**src/rtl/mbx_pkg.sv**
```systemverilog
package mbx_pkg;

    localparam int MSG_WORDS = 5;

    localparam int OFS_TO_CP   = 'h10;
    localparam int OFS_TO_HOST = 'h14;
    localparam int OFS_MSG     = 'h100;

    typedef logic [31:0] word_t;

    localparam word_t ST_TIMEOUT = 32'h8000_0010;
    localparam word_t ST_CKSUM   = 32'h8000_0004;

    typedef enum logic [3:0] {
        S_IDLE, S_WMSG, S_RING, S_PREQ, S_PWAIT,
        S_GAP,  S_RREQ, S_RWAIT, S_REL, S_FIN
    } seq_state_e;

    typedef struct packed {
        logic [3:0]  kind;
        logic [27:0] offset;
    } reply_ptr_t;

    function automatic logic sel_legal(logic [1:0] sel);
        return sel != 2'd3;
    endfunction

    // Word idx of the outgoing message for preset sel
    function automatic word_t cmd_word(logic [1:0] sel, logic [2:0] idx);
        word_t opc, arg;
        opc = (sel == 2'd0) ? 32'd1 : 32'd2;
        arg = (sel == 2'd2) ? 32'd2 : 32'd1;
        case (idx)
            3'd0:    return 32'd1;
            3'd1:    return opc;
            3'd2:    return 32'd1;
            3'd3:    return arg;
            default: return 32'd2 + opc + arg;
        endcase
    endfunction

endpackage

```
**src/rtl/mbx_seq_ctrl.sv**
```systemverilog
module mbx_seq_ctrl
    import mbx_pkg::*;
#(
    parameter int ADDR_W   = 12,
    parameter int POLL_MAX = 200000,
    parameter int POLL_GAP = 500
) (
    input  logic              clk,
    input  logic              rst,
    input  logic              start,
    input  logic [1:0]        cmd_sel,
    output logic              bus_req,
    output logic              bus_we,
    output logic [ADDR_W-1:0] bus_addr,
    output word_t             bus_wdata,
    input  logic              bus_rvalid,
    input  word_t             bus_rdata,
    output logic              clr_o,
    output logic              cap_vld_o,
    output logic [2:0]        cap_idx_o,
    output logic              latch_o,
    output logic              tmo_o,
    output word_t             code_o,
    output logic              busy_o,
    output logic              done_o
);
    localparam int PC_W = (POLL_MAX > 1) ? $clog2(POLL_MAX) : 1;
    localparam int GP_W = $clog2(POLL_GAP + 1);
    localparam logic [2:0] LAST = 3'(MSG_WORDS - 1);

    seq_state_e      state;
    logic [1:0]      sel_q;
    logic [2:0]      idx;
    logic [PC_W-1:0] poll_cnt;
    logic [GP_W-1:0] gap_cnt;
    logic            tmo_q;
    word_t           code_q;
    logic            accept;

    assign accept = (state == S_IDLE) && start && sel_legal(cmd_sel);

    always_ff @(posedge clk) begin
        if (rst) begin
            state    <= S_IDLE;
            sel_q    <= '0;
            idx      <= '0;
            poll_cnt <= '0;
            gap_cnt  <= '0;
            tmo_q    <= 1'b0;
            code_q   <= '0;
        end else begin
            case (state)
                S_IDLE: if (accept) begin
                    sel_q    <= cmd_sel;
                    idx      <= '0;
                    poll_cnt <= '0;
                    tmo_q    <= 1'b0;
                    code_q   <= '0;
                    state    <= S_WMSG;
                end
                S_WMSG: begin
                    if (idx == LAST) begin
                        idx   <= '0;
                        state <= S_RING;
                    end else begin
                        idx <= idx + 3'd1;
                    end
                end
                S_RING: state <= S_PREQ;
                S_PREQ: state <= S_PWAIT;
                S_PWAIT: if (bus_rvalid) begin
                    if (bus_rdata != '0) begin
                        code_q <= bus_rdata;
                        idx    <= '0;
                        state  <= S_RREQ;
                    end else if (poll_cnt == PC_W'(POLL_MAX - 1)) begin
                        tmo_q <= 1'b1;
                        state <= S_REL;
                    end else begin
                        poll_cnt <= poll_cnt + 1'b1;
                        gap_cnt  <= '0;
                        state    <= S_GAP;
                    end
                end
                S_GAP: begin
                    if (gap_cnt == GP_W'(POLL_GAP - 1)) state <= S_PREQ;
                    else gap_cnt <= gap_cnt + 1'b1;
                end
                S_RREQ: state <= S_RWAIT;
                S_RWAIT: if (bus_rvalid) begin
                    if (idx == LAST) begin
                        state <= S_REL;
                    end else begin
                        idx   <= idx + 3'd1;
                        state <= S_RREQ;
                    end
                end
                S_REL:   state <= S_FIN;
                default: state <= S_IDLE;
            endcase
        end
    end

    always_comb begin
        bus_req   = 1'b0;
        bus_we    = 1'b0;
        bus_addr  = '0;
        bus_wdata = '0;
        case (state)
            S_WMSG: begin
                bus_req   = 1'b1;
                bus_we    = 1'b1;
                bus_addr  = ADDR_W'(OFS_MSG) + ADDR_W'({idx, 2'b00});
                bus_wdata = cmd_word(sel_q, idx);
            end
            S_RING: begin
                bus_req   = 1'b1;
                bus_we    = 1'b1;
                bus_addr  = ADDR_W'(OFS_TO_CP);
                bus_wdata = 32'd1;
            end
            S_PREQ: begin
                bus_req  = 1'b1;
                bus_addr = ADDR_W'(OFS_TO_HOST);
            end
            S_RREQ: begin
                bus_req  = 1'b1;
                bus_addr = ADDR_W'(OFS_MSG) + ADDR_W'({idx, 2'b00});
            end
            S_REL: begin
                bus_req  = 1'b1;
                bus_we   = 1'b1;
                bus_addr = ADDR_W'(OFS_TO_HOST);
            end
            default: ;
        endcase
    end

    assign clr_o     = accept;
    assign cap_vld_o = (state == S_RWAIT) && bus_rvalid;
    assign cap_idx_o = idx;
    assign latch_o   = (state == S_REL);
    assign tmo_o     = tmo_q;
    assign code_o    = code_q;
    assign busy_o    = (state != S_IDLE);
    assign done_o    = (state == S_FIN);


    one_outstanding_chk: assert property (@(posedge clk) disable iff (rst)
        (bus_req && !bus_we) |=> !bus_req);

    ring_value_chk: assert property (@(posedge clk) disable iff (rst)
        (bus_req && bus_we && bus_addr == ADDR_W'(OFS_TO_CP)) |-> bus_wdata == 32'd1);

    release_value_chk: assert property (@(posedge clk) disable iff (rst)
        (bus_req && bus_we && bus_addr == ADDR_W'(OFS_TO_HOST)) |-> bus_wdata == '0);

    done_busy_chk: assert property (@(posedge clk) disable iff (rst)
        done_o |-> busy_o);
endmodule

```
**src/rtl/mbx_reply_eval.sv**
```systemverilog
module mbx_reply_eval
    import mbx_pkg::*;
(
    input  logic       clk,
    input  logic       rst,
    input  logic       clr,
    input  logic       cap_vld,
    input  logic [2:0] cap_idx,
    input  word_t      cap_data,
    input  logic       latch,
    input  logic       tmo,
    input  word_t      code,
    output word_t      status_o,
    output word_t      arg_o,
    output logic [3:0] ptr_type_o,
    output logic [27:0] ptr_offset_o,
    output logic       in_msgram_o,
    output logic       fatal_o
);
    word_t      words [MSG_WORDS];
    word_t      sum;
    reply_ptr_t ptr;

    generate
        for (genvar g = 0; g < MSG_WORDS; g++) begin : g_word
            always_ff @(posedge clk) begin
                if (rst || clr) words[g] <= '0;
                else if (cap_vld && cap_idx == 3'(g)) words[g] <= cap_data;
            end
        end
    endgenerate

    always_comb begin
        sum = '0;
        for (int i = 0; i < MSG_WORDS - 1; i++) sum = sum + words[i];
    end

    always_ff @(posedge clk) begin
        if (rst) begin
            status_o <= '0;
            arg_o    <= '0;
        end else if (latch) begin
            if (tmo)                         status_o <= ST_TIMEOUT;
            else if (sum != words[MSG_WORDS-1]) status_o <= ST_CKSUM;
            else                             status_o <= code;
            arg_o <= tmo ? '0 : words[3];
        end
    end

    assign ptr          = reply_ptr_t'(arg_o);
    assign ptr_type_o   = ptr.kind;
    assign ptr_offset_o = ptr.offset;
    assign in_msgram_o  = (ptr.kind == 4'd1);
    assign fatal_o      = (ptr.kind > 4'd1);


    timeout_code_chk: assert property (@(posedge clk) disable iff (rst)
        (latch && tmo) |=> status_o == ST_TIMEOUT);

    ptr_exclusive_chk: assert property (@(posedge clk) disable iff (rst)
        !(in_msgram_o && fatal_o));
endmodule

```
**src/rtl/mbx_cmd_engine.sv**
```systemverilog
module mbx_cmd_engine
    import mbx_pkg::*;
#(
    parameter int ADDR_W   = 12,
    parameter int POLL_MAX = 200000,
    parameter int POLL_GAP = 500
) (
    input  logic              clk,
    input  logic              rst,
    input  logic              start,
    input  logic [1:0]        cmd_sel,
    output logic              busy,
    output logic              done,
    output logic [31:0]       status,
    output logic [31:0]       reply_arg,
    output logic [3:0]        ptr_type,
    output logic [27:0]       ptr_offset,
    output logic              ptr_in_msgram,
    output logic              ptr_fatal,
    output logic              bus_req,
    output logic              bus_we,
    output logic [ADDR_W-1:0] bus_addr,
    output logic [31:0]       bus_wdata,
    input  logic              bus_rvalid,
    input  logic [31:0]       bus_rdata
);
    logic       clr, cap_vld, latch, tmo;
    logic [2:0] cap_idx;
    word_t      code;

    mbx_seq_ctrl #(
        .ADDR_W(ADDR_W), .POLL_MAX(POLL_MAX), .POLL_GAP(POLL_GAP)
    ) u_ctrl (
        .clk(clk), .rst(rst), .start(start), .cmd_sel(cmd_sel),
        .bus_req(bus_req), .bus_we(bus_we), .bus_addr(bus_addr),
        .bus_wdata(bus_wdata), .bus_rvalid(bus_rvalid), .bus_rdata(bus_rdata),
        .clr_o(clr), .cap_vld_o(cap_vld), .cap_idx_o(cap_idx),
        .latch_o(latch), .tmo_o(tmo), .code_o(code),
        .busy_o(busy), .done_o(done)
    );

    mbx_reply_eval u_eval (
        .clk(clk), .rst(rst), .clr(clr), .cap_vld(cap_vld),
        .cap_idx(cap_idx), .cap_data(bus_rdata), .latch(latch),
        .tmo(tmo), .code(code), .status_o(status), .arg_o(reply_arg),
        .ptr_type_o(ptr_type), .ptr_offset_o(ptr_offset),
        .in_msgram_o(ptr_in_msgram), .fatal_o(ptr_fatal)
    );
endmodule

```
**config.mk**
```make
export PLATFORM = sky130hd
export DESIGN_NAME = mbx_cmd_engine
export DESIGN_NICKNAME = d
export VERILOG_FILES = /design/src/rtl/mbx_pkg.sv /design/src/rtl/mbx_seq_ctrl.sv /design/src/rtl/mbx_reply_eval.sv /design/src/rtl/mbx_cmd_engine.sv
export SDC_FILE = /design/constraint.sdc
export NUM_CORES = 1
export LEC_CHECK = 0
export ABC_CLOCK_PERIOD_IN_PS = 5700
export BUFFER_PORTS_ARGS = -buffer_cell sky130_fd_sc_hd__buf_2
export CORE_MARGIN = 1
export CORE_UTILIZATION = 50
export CTS_BUF_LIST = sky130_fd_sc_hd__clkbuf_16
export CTS_CLUSTER_SIZE = 24
export DETAILED_ROUTE_END_ITERATION = 8
export HOLD_SLACK_MARGIN = 0.05
export PLACE_DENSITY = 0.7
export SLEW_MARGIN = 40
export SYNTH_ARGS = -nofsm -noshare
export SYNTH_HDL_FRONTEND = slang
export SYNTH_HIERARCHICAL = 1
export SYNTH_SLANG_ARGS = --single-unit
```
**constraint.sdc**
```tcl
create_clock -name clk -period 5.7 [get_ports clk]
set_input_delay 0.855 -clock clk [delete_from_list [all_inputs] [get_ports clk]]
set_output_delay 0.855 -clock clk [all_outputs]
set_load 0.02 [all_outputs]
```
==> results_dict.tcl <==
set metrics [dict create \
    die_area_um2 32900 \
    portBuffers 146 \
    initial_core_util_pct 50.8 \
    synth_most_common_cell "and2_1" \
    power_density_nw_per_um2 455 \
    finalCriticalPeriod_ns 4.73 \
    cp_max_fo 32 \
    ios 184 \
    reg2regPathDepth 16 \
    hpwl_um 31300 \
    clkTransAtPathRegs_ns 0.06 \
    die_w_um 181 \
    critical_path.startpoint_type "flop" \
    grt_max_degree 66 \
    insertion_delay_ns 0.51 \
    antenna_found_initial 1 \
    hp-start "u_eval/status_o[29]" \
    drive_above_1_share_pct 16.3 \
    ir_worst_vdd_mv 0.240 \
    p_clk_share_pct 27.4 \
    place.gp.congestion 0.968 \
    final_nets 1748 \
    drt-initial-drc-count 965 \
    place_area_um2 16900 \
    grt_pass1_wl_um 68800 \
    tightest_slew_ns 0.789 \
    leakage_nw 7.42 \
    vias_per_cell 5.86 \
    ys_seq_area_share_pct 46.4 \
    synth_top_area_cell "edfxtp_1" \
    rr_startpoint "u_eval/words[3][1]" \
    crit_type "flop to flop" \
    synth-main-ff-cell "edfxtp_1" \
    synth_area_leaders "edfxtp_1 (30%), dfxtp_1 (17%), fa_1 (7.7%)" \
    area_growth_pct 12.3 \
    report.final.hold_viol_count 0 \
    die_y_um 181 \
    total_power_mw 8.21 \
    tns_ns 0 \
    hold_path_class "flop to flop" \
    r2r_slack_ns 0.97 \
    drc 0 \
    cts.sinks 293 \
    post-cts-setup-buffers 0 \
    syn_inst 1513 \
    tritoncts "yes" \
    overflow 0 \
    grt_pass1_vias 11700 \
    hold_end "u_eval/status_o[29]" \
    setup_slack_ns 0.975 \
    whs_path_depth 1 \
    synth_edf_count 160 \
    slew_headroom_pct 47.2 \
    critPathCaptureType "flop" \
    coreArea_um2 31600 \
    yosysUniqueCellTypes 100 \
    seq_power_share_pct 31.1 \
    finalMaxSlewViolations 0 \
    vias 12000 \
    htree_levels 2 \
    rows 65 \
    fmax_mhz 212 \
    drv_cap 0 \
    crit_required_ns 6.16 \
    cp.arrival_ns 5.18 \
    yosysWarnings 6 \
    finClkSkew_ns 0.0204 \
    netlist_area_um2 16100 \
    first_pass_iters 5 \
    ys_async_sr_fraction_pct 0 \
    post-place-ws_ns 1.00 \
    synth_top_area_share_pct 29.9 \
    antenna_left 0 \
    wl_um 44200 \
    postCtsHoldBufs 0 \
    cts_root_buf "clkbuf_16" \
    grt_use_total_pct 27.1 \
    rsz0062_at_grt "false" \
    synth_common_cells "and2_1 (169), edfxtp_1 (160), nor2_1 (135)" \
    fin_crit_sh_pct 82.9 \
    net-switching-power_mw 3.19 \
    ys_ff_latch 293 \
    cts_made_buffers 34 \
    intPower_mw 5.02 \
    design_area_um2 18100 \
    cts_buffer_depth 3 \
    post_cts_resized 0 \
    outcome "finished, final reports clean" \
    combPwrFrac_pct 41.5 \
    wl_per_cell_um 21.7 \
    setup_viol 0 \
    swShare_pct 38.9 \
    worstReg2RegEnd "u_eval/status_o[6]" \
    synth.avg_cell_area_um2 10.6 \
]
==> power by group through the flow <==
stage | combinational (mW) | clock (mW) | sequential (mW)
2_1_floorplan | 2.43 | 0 | 2.57
3_3_place_gp | 3.36 | 0 | 2.58
3_5_place_dp | 3.34 | 0 | 2.60
4_1_cts | 3.37 | 2.30 | 2.55
5_1_grt | 3.70 | 2.37 | 2.57
6_report | 3.40 | 2.25 | 2.55
==> registers in the layout, indices dropped and copies added (netlist names) <==
register          count
u_eval/arg_o         32
u_ctrl/state          4
u_ctrl/code_o        32
u_eval/status_o      32
u_ctrl/poll_cnt      18
u_ctrl/tmo_o          1
u_ctrl/gap_cnt        9
u_ctrl/cap_idx_o      3
u_ctrl/sel_q          2
u_eval/words        160
==> worst max-delay path by stage <==
| stage | from | endpoint | slack [ns] | cells after the start |
|---|---|---|---|---|
| after global placement | u_eval/words[3][1] | u_eval/status_o[6] | 1.03 | 16 |
| after detailed placement | u_eval/words[3][1] | u_eval/status_o[31] | 1.00 | 16 |
| after global routing | u_eval/words[3][1] | u_eval/status_o[19] | 0.72 | 16 |
| after floorplan | u_eval/words[3][1] | u_eval/status_o[3] | 1.42 | 16 |
| after CTS | u_eval/words[3][1] | u_eval/status_o[31] | 0.98 | 16 |
| final | u_eval/words[3][1] | u_eval/status_o[6] | 0.97 | 16 |
==> area by class of cell <==
class	instances	area (um2)
tap	402	503
sequential	293	7470
fill	2698	13600
timing repair buffer	163	885
inverter	39	148
antenna	1	2.50
multi-input combinational	1080	7890
clock buffer	38	951
clock inverter	23	215
==> metal layers <==
metal / vias to the layer above / wire length (um) / global-route usage [%]
met1: 5965 / 19200 / 36.3
met5: - / 0 / 0
li1: 5529 / - / -
met2: 376 / 21300 / 45.3
met3: 87 / 2130 / 3.14
met4: 0 / 1570 / 10.1
==> worst max-delay path: stages (launching register included) <==
cell	delay, ns
edfxtp_1	0.42
fa_1	0.55
inv_1	0.06
fa_1	0.50
inv_1	0.04
ha_1	0.22
fa_1	0.44
a211oi_4	0.27
o211ai_1	0.19
a21oi_1	0.27
o21a_1	0.24
nor2_1	0.10
a2111oi_4	0.33
nand3_2	0.13
nor4_4	0.27
buf_4	0.40
a32o_2	0.23
==> metrics by stage <==
stage / hold slack, ns / util (%) / cells
after CTS: 0.475 / 57.0 / 2037
after global routing: 0.492 / 57.1 / 2038
after floorplan: 0.445 / - / 1549
final: 0.476 / 57.1 / 2039
after global placement: 0.448 / 53.2 / 1976
after detailed placement: 0.460 / 53.3 / 1976
==> cell families (layout without fill, tap and decap cells) <==
logic type	count (synthesis)	count (layout)	share of synthesized area, %
buffers and inverters	176	263	6.07
AOI/OAI and AO/OA	315	315	14.0
muxes	13	13	0.817
xor gates and xnor gates	48	48	2.61
other	1	38	0.0233
and+or+nand+nor	568	568	19.5
adders and majority gates	99	99	10.6
DFF	293	293	46.4
==> cell usage in the layout (no fill, tap or decap), types with 33 or more instances in the layout <==
cell	count
ha_1	37
edfxtp_1	160
nor2_1	130
dfxtp_1	133
a21oi_1	89
clkbuf_16	38
fa_1	62
inv_1	47
and2_1	169
buf_2	145
conb_1	37
nand2_1	71
o21ai_0	33
nor2b_1	33
Note: power is estimated with default switching activity, not from simulation.
